==> src/rtl/pio_scaler_pkg.sv <==
package pio_scaler_pkg;
  localparam int NUM_T    = 7;
  localparam int T_SETUP  = 0;
  localparam int T_STROBE = 1;
  localparam int T_RECOV  = 2;
  localparam int T_WHOLD  = 3;
  localparam int T_DHOLD  = 4;
  localparam int T_TRIZ   = 5;
  localparam int T_END    = 6;

  typedef enum logic [1:0] {
    ST_IDLE  = 2'd0,
    ST_LOAD  = 2'd1,
    ST_SCALE = 2'd2,
    ST_DONE  = 2'd3
  } scl_state_e;

  // Field code for a multiplier of 2**e
  function automatic logic [1:0] mult_code(input int unsigned e);
    case (e)
      0:       return 2'd1;
      1:       return 2'd2;
      2:       return 2'd0;
      default: return 2'd3;
    endcase
  endfunction
endpackage

==> src/rtl/pio_mode_rom.sv <==
module pio_mode_rom
  import pio_scaler_pkg::*;
#(
  parameter int NS_W = 8
) (
  input  logic [2:0]                       mode_i,
  output logic [NUM_T-1:0][NS_W-1:0]       ns_o,
  output logic                             rdy_wait_o
);
  typedef logic [NUM_T-1:0][NS_W-1:0] ns_vec_t;

  function automatic ns_vec_t pack7(input int su, input int sw, input int rc,
                                    input int wh, input int dh, input int tz,
                                    input int eh);
    ns_vec_t v;
    v[T_SETUP]  = NS_W'(su);
    v[T_STROBE] = NS_W'(sw);
    v[T_RECOV]  = NS_W'(rc);
    v[T_WHOLD]  = NS_W'(wh);
    v[T_DHOLD]  = NS_W'(dh);
    v[T_TRIZ]   = NS_W'(tz);
    v[T_END]    = NS_W'(eh);
    return v;
  endfunction

  always_comb begin
    rdy_wait_o = 1'b1;
    case (mode_i)
      3'd1: ns_o = pack7(50, 125,  0, 20, 5, 30, 15);
      3'd2: ns_o = pack7(30, 100,  0, 15, 5, 30, 10);
      3'd3: ns_o = pack7(30,  80, 70, 10, 5, 30, 10);
      3'd4: ns_o = pack7(25,  70, 25, 10, 5, 30, 10);
      3'd5: begin
        ns_o       = pack7(15, 65, 25, 5, 5, 20, 10);
        rdy_wait_o = 1'b0;
      end
      3'd6: begin
        ns_o       = pack7(10, 55, 20, 5, 5, 20, 10);
        rdy_wait_o = 1'b0;
      end
      default: ns_o = pack7(70, 165, 0, 30, 5, 30, 20);
    endcase
  end
endmodule

==> src/rtl/pio_ns2cyc.sv <==
module pio_ns2cyc #(
  parameter int NS_W   = 8,
  parameter int CLK_W  = 12,
  parameter int PROD_W = 24,
  parameter int CNT_W  = 11
) (
  input  logic [NS_W-1:0]  ns_i,
  input  logic [CLK_W-1:0] mhz_i,
  output logic [CNT_W-1:0] cnt_o
);
  localparam logic [PROD_W-1:0] NS_PER_US = PROD_W'(1000);

  logic [PROD_W-1:0] prod;
  logic [PROD_W-1:0] cyc;

  always_comb begin
    prod  = PROD_W'(ns_i) * PROD_W'(mhz_i);
    cyc   = (prod + NS_PER_US - PROD_W'(1)) / NS_PER_US;
    cnt_o = (cyc == '0) ? '0 : CNT_W'(cyc - PROD_W'(1));
  end
endmodule

==> src/rtl/pio_halve_fsm.sv <==
module pio_halve_fsm
  import pio_scaler_pkg::*;
#(
  parameter int CNT_W   = 11,
  parameter int FIELD_W = 6,
  parameter int EXP_W   = 3
) (
  input  logic                           clk,
  input  logic                           rst_n,
  input  logic                           start_i,
  input  logic [NUM_T-1:0][CNT_W-1:0]    conv_i,
  output logic [NUM_T-1:0][FIELD_W-1:0]  fld_o,
  output logic [EXP_W-1:0]               exp_o,
  output logic                           accept_o,
  output logic                           busy_o,
  output logic                           done_o
);
  localparam logic [CNT_W-1:0] FIT_LIM = CNT_W'(1) << FIELD_W;

  scl_state_e                  state_q, state_d;
  logic [NUM_T-1:0][CNT_W-1:0] cnt_q, cnt_d;
  logic [EXP_W-1:0]            exp_q, exp_d;
  logic                        cnt_en, exp_en;

  always_comb begin
    state_d  = state_q;
    cnt_d    = cnt_q;
    exp_d    = exp_q;
    cnt_en   = 1'b0;
    exp_en   = 1'b0;
    accept_o = 1'b0;
    case (state_q)
      ST_IDLE, ST_DONE: begin
        if (start_i) begin
          accept_o = 1'b1;
          state_d  = ST_LOAD;
        end
      end
      ST_LOAD: begin
        cnt_d   = conv_i;
        exp_d   = '0;
        cnt_en  = 1'b1;
        exp_en  = 1'b1;
        state_d = ST_SCALE;
      end
      ST_SCALE: begin
        if (cnt_q[T_STROBE] >= FIT_LIM) begin
          for (int k = 0; k < NUM_T; k++) begin
            cnt_d[k] = (cnt_q[k] >> 1) + CNT_W'(cnt_q[k][0]);
          end
          exp_d  = exp_q + EXP_W'(1);
          cnt_en = 1'b1;
          exp_en = 1'b1;
        end else begin
          state_d = ST_DONE;
        end
      end
      default: state_d = ST_IDLE;
    endcase
  end

  always_ff @(posedge clk or negedge rst_n) begin
    if (!rst_n) begin
      state_q <= ST_IDLE;
      cnt_q   <= '0;
      exp_q   <= '0;
    end else begin
      state_q <= state_d;
      if (cnt_en) cnt_q <= cnt_d;
      if (exp_en) exp_q <= exp_d;
    end
  end

  always_comb begin
    for (int k = 0; k < NUM_T; k++) begin
      fld_o[k] = cnt_q[k][FIELD_W-1:0];
    end
  end

  assign exp_o  = exp_q;
  assign busy_o = (state_q == ST_LOAD) || (state_q == ST_SCALE);
  assign done_o = (state_q == ST_DONE);

  AST_FIT_AT_DONE: assert property (@(posedge clk) disable iff (!rst_n)
    done_o |-> (cnt_q[T_STROBE] < FIT_LIM));
  AST_HALVE_SHRINKS: assert property (@(posedge clk) disable iff (!rst_n)
    (state_q == ST_SCALE && cnt_q[T_STROBE] >= FIT_LIM)
      |=> (cnt_q[T_STROBE] < $past(cnt_q[T_STROBE]) && exp_q == $past(exp_q) + EXP_W'(1)));
  AST_DONE_HELD: assert property (@(posedge clk) disable iff (!rst_n)
    (done_o && !start_i) |=> (done_o && $stable(cnt_q) && $stable(exp_q)));
  AST_BUSY_IGNORES_START: assert property (@(posedge clk) disable iff (!rst_n)
    (busy_o && start_i) |=> (state_q != ST_LOAD));
endmodule

==> src/rtl/pio_timing_scaler.sv <==
module pio_timing_scaler
  import pio_scaler_pkg::*;
#(
  parameter int CLK_W   = 12,
  parameter int NS_W    = 8,
  parameter int PROD_W  = 24,
  parameter int FIELD_W = 6,
  parameter int EXP_W   = 3
) (
  input  logic               clk,
  input  logic               rst_n,
  input  logic               start_i,
  input  logic [2:0]         mode_i,
  input  logic [CLK_W-1:0]   clk_mhz_i,
  output logic               busy_o,
  output logic               done_o,
  output logic [FIELD_W-1:0] setup_o,
  output logic [FIELD_W-1:0] strobe_o,
  output logic [FIELD_W-1:0] recov_o,
  output logic [FIELD_W-1:0] whold_o,
  output logic [FIELD_W-1:0] dhold_o,
  output logic [FIELD_W-1:0] triz_o,
  output logic [FIELD_W-1:0] endhold_o,
  output logic [1:0]         mult_code_o,
  output logic               rdy_wait_en_o
);
  // Wide enough for the largest ns figure times the largest clock rate
  localparam int CNT_W = NS_W + CLK_W - 9;

  logic [2:0]                    mode_q;
  logic [CLK_W-1:0]              mhz_q;
  logic                          accept;
  logic [NUM_T-1:0][NS_W-1:0]    ns_vec;
  logic [NUM_T-1:0][CNT_W-1:0]   conv_vec;
  logic [NUM_T-1:0][FIELD_W-1:0] fld_vec;
  logic [EXP_W-1:0]              exp_val;

  always_ff @(posedge clk or negedge rst_n) begin
    if (!rst_n) begin
      mode_q <= '0;
      mhz_q  <= '0;
    end else if (accept) begin
      mode_q <= mode_i;
      mhz_q  <= clk_mhz_i;
    end
  end

  pio_mode_rom #(.NS_W(NS_W)) u_rom (
    .mode_i     (mode_q),
    .ns_o       (ns_vec),
    .rdy_wait_o (rdy_wait_en_o)
  );

  for (genvar g = 0; g < NUM_T; g++) begin : g_conv
    pio_ns2cyc #(
      .NS_W   (NS_W),
      .CLK_W  (CLK_W),
      .PROD_W (PROD_W),
      .CNT_W  (CNT_W)
    ) u_conv (
      .ns_i  (ns_vec[g]),
      .mhz_i (mhz_q),
      .cnt_o (conv_vec[g])
    );
  end

  pio_halve_fsm #(
    .CNT_W   (CNT_W),
    .FIELD_W (FIELD_W),
    .EXP_W   (EXP_W)
  ) u_fsm (
    .clk      (clk),
    .rst_n    (rst_n),
    .start_i  (start_i),
    .conv_i   (conv_vec),
    .fld_o    (fld_vec),
    .exp_o    (exp_val),
    .accept_o (accept),
    .busy_o   (busy_o),
    .done_o   (done_o)
  );

  assign setup_o     = fld_vec[T_SETUP];
  assign strobe_o    = fld_vec[T_STROBE];
  assign recov_o     = fld_vec[T_RECOV];
  assign whold_o     = fld_vec[T_WHOLD];
  assign dhold_o     = fld_vec[T_DHOLD];
  assign triz_o      = fld_vec[T_TRIZ];
  assign endhold_o   = fld_vec[T_END];
  assign mult_code_o = mult_code(int'(exp_val));

  AST_FAST_MODES_NO_WAIT: assert property (@(posedge clk) disable iff (!rst_n)
    (done_o && (mode_q == 3'd5 || mode_q == 3'd6)) |-> !rdy_wait_en_o);
  AST_ZERO_CLOCK: assert property (@(posedge clk) disable iff (!rst_n)
    (done_o && mhz_q == '0) |-> (strobe_o == '0 && mult_code_o == 2'd1));
  AST_INPUTS_FROZEN: assert property (@(posedge clk) disable iff (!rst_n)
    busy_o |=> ($stable(mode_q) || !busy_o));
endmodule

==> config.mk <==
export PLATFORM = sky130hd
export DESIGN_NAME = pio_timing_scaler
export DESIGN_NICKNAME = d
export VERILOG_FILES = /design/src/rtl/pio_scaler_pkg.sv /design/src/rtl/pio_mode_rom.sv /design/src/rtl/pio_ns2cyc.sv /design/src/rtl/pio_halve_fsm.sv /design/src/rtl/pio_timing_scaler.sv
export SDC_FILE = /design/constraint.sdc
export NUM_CORES = 2
export LEC_CHECK = 0
export CAP_MARGIN = 40
export CORE_MARGIN = 4
export CORE_UTILIZATION = 68
export CTS_BUF_LIST = sky130_fd_sc_hd__clkbuf_4
export CTS_CLUSTER_DIAMETER = 150
export CTS_CLUSTER_SIZE = 20
export DETAILED_ROUTE_END_ITERATION = 8
export PLACE_DENSITY = 0.88
export SYNTH_ARGS = -nofsm -noshare
export SYNTH_HDL_FRONTEND = slang
export SYNTH_SLANG_ARGS = --single-unit
==> constraint.sdc <==
create_clock -name clk -period 30.9 [get_ports clk]
set_clock_uncertainty 0.15 [all_clocks]
set_input_delay 6.18 -clock clk [delete_from_list [all_inputs] [get_ports clk]]
set_output_delay 6.18 -clock clk [all_outputs]
set_load 0.02 [all_outputs]
# Yosys cells after proc, flatten, opt, wreduce, memory -nomap -nowiden
# Cells that the tools add are included.
# totals
in_bits	18
output_inout_bits	47
register_bits	97
# op_classes
magnitude_cmp	1
reduce_logical	15
n_eq_ne	14
add_sub_neg	29
mux	21
n_mul	7
div	7
# ops
operator	n
53-bit case mux with 6 select lines	1
24-bit by 10-bit divider with 24-bit output, second input constant	7
24-bit logical NOT	7
24-bit by 1-bit subtractor with 24-bit output, second input constant	7
77-bit case mux with 2 select lines	1
20-bit by 10-bit adder with 21-bit output, second input constant	7
8-bit by 12-bit multiplier with 20-bit output	6
10-bit by 1-bit adder with 11-bit output	7
11-bit two-way mux	7
77-bit two-way mux	1
11-bit by 1-bit subtractor with 11-bit output, second input constant	7
5-bit by 12-bit multiplier with 17-bit output	1
2-bit case mux with 3 select lines	2
11-bit by 7-bit greater-or-equal comparator with 1-bit output, second input constant	1
3-bit by 2-bit == test with 1-bit output, second input constant	3
3-bit == test, second input constant	3
3-bit by 1-bit == test with 1-bit output, second input constant	2
3-bit case mux with 2 select lines	1
2-bit == test, second input constant	2
1-bit two-way mux	4
2-bit two-way mux	2
2-bit inequality test, second input constant	2
2-bit OR reduction	2
3-bit by 1-bit adder with 3-bit output, second input constant	1
other kinds (10)	10

# Longest topological paths before layout
# logic_depth
ltp_word	9
ltp_mapped	66
ltp_nobuf	55

# By module
# A second synthesis with hierarchy kept.
# hier_totals
cells_unflattened	7905
area_unflattened_um2	60265.3
# modules_own_cells
module	cells_each	seq_area_each_um2	instances	area_per_inst_um2
pio_ns2cyc (g_conv[3].u_conv ...)	1062	0.0	3	7835.0
pio_ns2cyc (g_conv[0].u_conv)	1042	0.0	1	7787.5
pio_ns2cyc (g_conv[2].u_conv)	992	0.0	1	7517.2
pio_ns2cyc (g_conv[6].u_conv)	960	0.0	1	7455.9
pio_ns2cyc (g_conv[1].u_conv)	974	0.0	1	7228.2
pio_halve_fsm	645	2052.0	1	5647.9
pio_timing_scaler	35	375.4	1	634.4
pio_mode_rom	71	0.0	1	489.2

# Least setup slack after synthesis
# No wires, ideal clock.
# synth_path
kind	register -> register
start	register mode_q[2]
end	register u_fsm.cnt_q[8] in the netlist's numbering
required_time_ps	30624
path_slack_ps	15928
t_arrival_ps	14696
synth_period_minus_slack_ps	14972
path_buffers	7
path_stages_with_launch	60
cell_sequence	dfrtp_1 > buf_4 > nand2b_1 > clkbuf_1 > nor2_1 > clkbuf_1 > buf_1 > nand2_1 > inv_1 > fa_1 > fa_1 > inv_1 > fa_1 > inv_1 > fa_1 > ha_1 > o2111a_1 > and2_1 > [24 not listed] > o32a_1 > nand2b_4 > a211oi_4 > a21oi_1 > o31ai_4 > mux2i_1 > a211oi_2 > o41ai_2 > inv_2 > o221a_1 > o211ai_2 > and2b_1 > ha_1 > nand3_1 > nor3_1 > xor2_1 > a221oi_1 > nor2_1
# synth_between
elab_chain_cells	9
# synth_lines
item	line	text
start, declared	pio_timing_scaler.sv:30	logic [2:0] mode_q;
start signal, assigned	pio_timing_scaler.sv:43	mode_q <= mode_i;
3-bit == test (tied with other cells)	pio_mode_rom.sv:28	case (mode_i)
53-bit case mux with 6 select lines *	pio_mode_rom.sv:28	
8-bit by 12-bit multiplier with 20-bit output *	pio_ns2cyc.sv:17	prod = PROD_W'(ns_i) * PROD_W'(mhz_i);
20-bit by 10-bit adder with 21-bit output *	pio_ns2cyc.sv:18	cyc = (prod + NS_PER_US - PROD_W'(1)) / NS_PER_US;
24-bit by 1-bit subtractor with 24-bit output *	pio_ns2cyc.sv:18	
24-bit by 10-bit divider with 24-bit output *	pio_ns2cyc.sv:18	
11-bit by 1-bit subtractor with 11-bit output or 24-bit logical NOT (tied branches)	pio_ns2cyc.sv:19	cnt_o = (cyc == '0) ? '0 : CNT_W'(cyc - PROD_W'(1));
11-bit two-way mux *	pio_ns2cyc.sv:19	
77-bit case mux with 2 select lines *	pio_halve_fsm.sv:32	case (state_q)
end signal, assigned	pio_halve_fsm.sv:69	if (cnt_en) cnt_q <= cnt_d;
end, declared	pio_halve_fsm.sv:21	logic [NUM_T-1:0][CNT_W-1:0] cnt_q, cnt_d;
# Mark *: on every way between the ends. The rest lies on a longest branch, timed or not.
# A chain may end at the register's enable or synchronous reset.

# Worst setup path after layout
# layout_path
start	register mhz_q[2]
end	register u_fsm.cnt_q, in the netlist u_fsm.fld_o[9]
# layout_between
elab_chain_cells	7
# layout_lines
item	line	text
start, declared	pio_timing_scaler.sv:31	logic [CLK_W-1:0] mhz_q;
start signal, assigned	pio_timing_scaler.sv:44	mhz_q <= clk_mhz_i;
8-bit by 12-bit multiplier with 20-bit output *	pio_ns2cyc.sv:17	
20-bit by 10-bit adder with 21-bit output *	pio_ns2cyc.sv:18	
24-bit by 1-bit subtractor with 24-bit output *	pio_ns2cyc.sv:18	
24-bit by 10-bit divider with 24-bit output *	pio_ns2cyc.sv:18	
11-bit by 1-bit subtractor with 11-bit output or 24-bit logical NOT (tied branches)	pio_ns2cyc.sv:19	
11-bit two-way mux *	pio_ns2cyc.sv:19	
77-bit case mux with 2 select lines *	pio_halve_fsm.sv:32	
# Marked as above.

==> results.cfg <==
[routing]
dr_total_vias = 40930
route.final.wire_length_um = 115200
drtIter0Drc = 3750
routed_via_density = 6.696
wl_per_cell_um = 18.84
ant_nets = 0
route.detailed.drc = 0
first_pass_iters = 7

[floorplan]
dieArea_um2 = 62410
io_pins = 65
die_h_um = 249.8
rows = 88
start_util_pct = 68.79
coreArea_um2 = 57810
die_width_um = 249.8

[cts]
cts_setup_buffers = 0
cts-buffers-inserted = 9
clockBufferDepth = 2
cts_root_buf = clkbuf_4
cts_hold_buf = 0
post_cts_resized = 0
cts_tree = done
cts_num_sinks = 97
h-tree-depth = 3
cts.clk_slew.worst_paths_ns = 0.21
clock_latency_ns = 0.66

[setup_path]
crit_path_end_kind = flip-flop
required_ns = 31.30
critPathMaxStageDelay_ns = 1.02
cp_max_fo = 19
cp-start-kind = flip-flop
slowest_stage = dfrtp_1
crit_type = reg2reg
cp.arrival_ns = 18.30

[yosys]
synthArstFlopShare_pct = 100.0
syn_area_per_cell_um2 = 7.343
synth_area_um2 = 39760
synth_cells = 5415
synth_top_flop_cell = dfrtp_1
syn-num-nets = 6005
ys_ff_latch = 97
synth_edf_count = 0
ys_types = 128
seq_area_frac_synth_pct = 6.104
synth_warnings = 0

[outcome]
status = complete, no violations

[timing]
rsz0062_at_grt = no
drv_slew = 0
slew_headroom_pct = 37.13
tns_ns = 0
hold_viol_final = 0
whs_ns = 0.3756
finalSetupViolations = 0
max_freq_ghz = 0.05588
period_needed_ns = 17.90
worst-slew-pin-transition_ns = 0.9169
fin_crit_sh_pct = 57.92

[finish]
layout.nets = 5930
final_common_cell = inv_1
mostFrequentLayoutCells = inv_1, nand2_1, nor2_1
fillerInstances = 4703
area_delta_synth_final_pct = 3.068
drive_gt1_share_pct = 5.201

[global_routing]
grt_pass1_wl_um = 187900
gr-total-overflow = 0
grt_max_degree = 48
antenna_found_initial = 2
grt_pass1_vias = 38230
groute.usage.overall_pct = 35.27

[placement]
hpwl_um = 92720
io_buffers = 64
gp_congestion = 1.034

[job]
drv_cap = 0

[min_path]
min_path_type = reg2reg
==> logic make-up after synthesis <==
kind of cell               count (synthesis)  share of synthesized area (%)
other                                      1                       0.009431
DFF                                       97                          6.104
xor gates and xnor gates                 398                          8.804
adders and majority gates                587                          23.27
and+or+nand+nor                         1979                          24.82
muxes                                    108                          2.838
buffers and inverters                    742                          7.530
AOI/OAI and AO/OA                       1503                          26.63
==> worst max-delay path: cells and delay by family (launching register included) <==
family	cells	cell delay (ns)
adder cells (fa/ha/maj)	6	2.69
AO/OA/AOI/OAI	20	6.30
buffers and inverters	6	1.17
AND/OR/NAND/NOR	17	5.03
multiplexers	2	0.97
XOR/XNOR	1	0.45
flip-flops	1	1.02
==> routing by layer <==
layer	wire length [um]	part of all wire [%]	global-route usage, %
met5	0	0	0
met4	4663	4.0	13.25
met1	47470	41	45.97
met3	10640	9.2	6.857
met2	52370	45	58.24
==> cells in the mapped netlist, types with 77 or more instances <==
| master | count | area (um^2) |
|---|---|---|
| and2_1 | 128 | 800.8 |
| a21oi_1 | 285 | 1426 |
| dfrtp_1 | 97 | 2427 |
| xnor2_1 | 273 | 2391 |
| nor2_1 | 440 | 1652 |
| o211ai_1 | 77 | 578.1 |
| clkbuf_1 | 138 | 518.0 |
| nand3_1 | 196 | 980.9 |
| nor3_1 | 193 | 965.9 |
| fa_1 | 259 | 5185 |
| xor2_1 | 123 | 1077 |
| inv_1 | 528 | 1982 |
| o21ai_0 | 294 | 1471 |
| ha_1 | 313 | 3916 |
| nand2_1 | 495 | 1858 |
==> metrics by stage <==
stage	std cells	area (um^2)	utilization (%)	setup WS, ns
final	6113	40980	70.90	13.00
after global routing	6113	40980	70.90	12.02
after CTS	6108	40960	70.87	13.39
after detailed placement	6092	40840	70.64	13.48
after global placement	6070	40650	70.33	13.13
after floorplan	5415	39760	-	15.93
==> state kept, by name, indices dropped and copies added, names as in the netlist <==
signal / flops
u_fsm.exp_o: 3
u_fsm.state_q: 2
mhz_q: 12
u_fsm.cnt_q: 35
u_fsm.fld_o: 42
mode_q: 3
==> final cells by class <==
type	count	area (um^2)	share of cell area, %
multi-input combinational	4576	34380	83.87
sequential	97	2427	5.923
inverter	535	2008	4.900
timing repair buffer	121	1080	2.635
tap	765	957.2	2.335
clock buffer	9	67.56	0.1649
clock inverter	7	61.31	0.1496
antenna	3	7.507	0.01832
==> final timing paths <==
check | slack, ns | from | cells past startpoint | to
hold / removal | 0.38 | u_fsm.cnt_q[54] | 2 | u_fsm.cnt_q[54]
hold reg to reg | 0.38 | u_fsm.cnt_q[54] | 2 | u_fsm.cnt_q[54]
min in group asynchronous | 5.30 | rst_n | 1 | mhz_q[8]
max in group asynchronous | 24.21 | rst_n | 3 | u_fsm.cnt_q[32]
setup reg to reg | 13.00 | mhz_q[2] | 52 | u_fsm.fld_o[9]
setup / recovery | 13.00 | mhz_q[2] | 52 | u_fsm.fld_o[9]
Power is left out: the tool's default activity adds up to more than one toggle a clock period on the data nets, which glitch-free logic cannot reach.
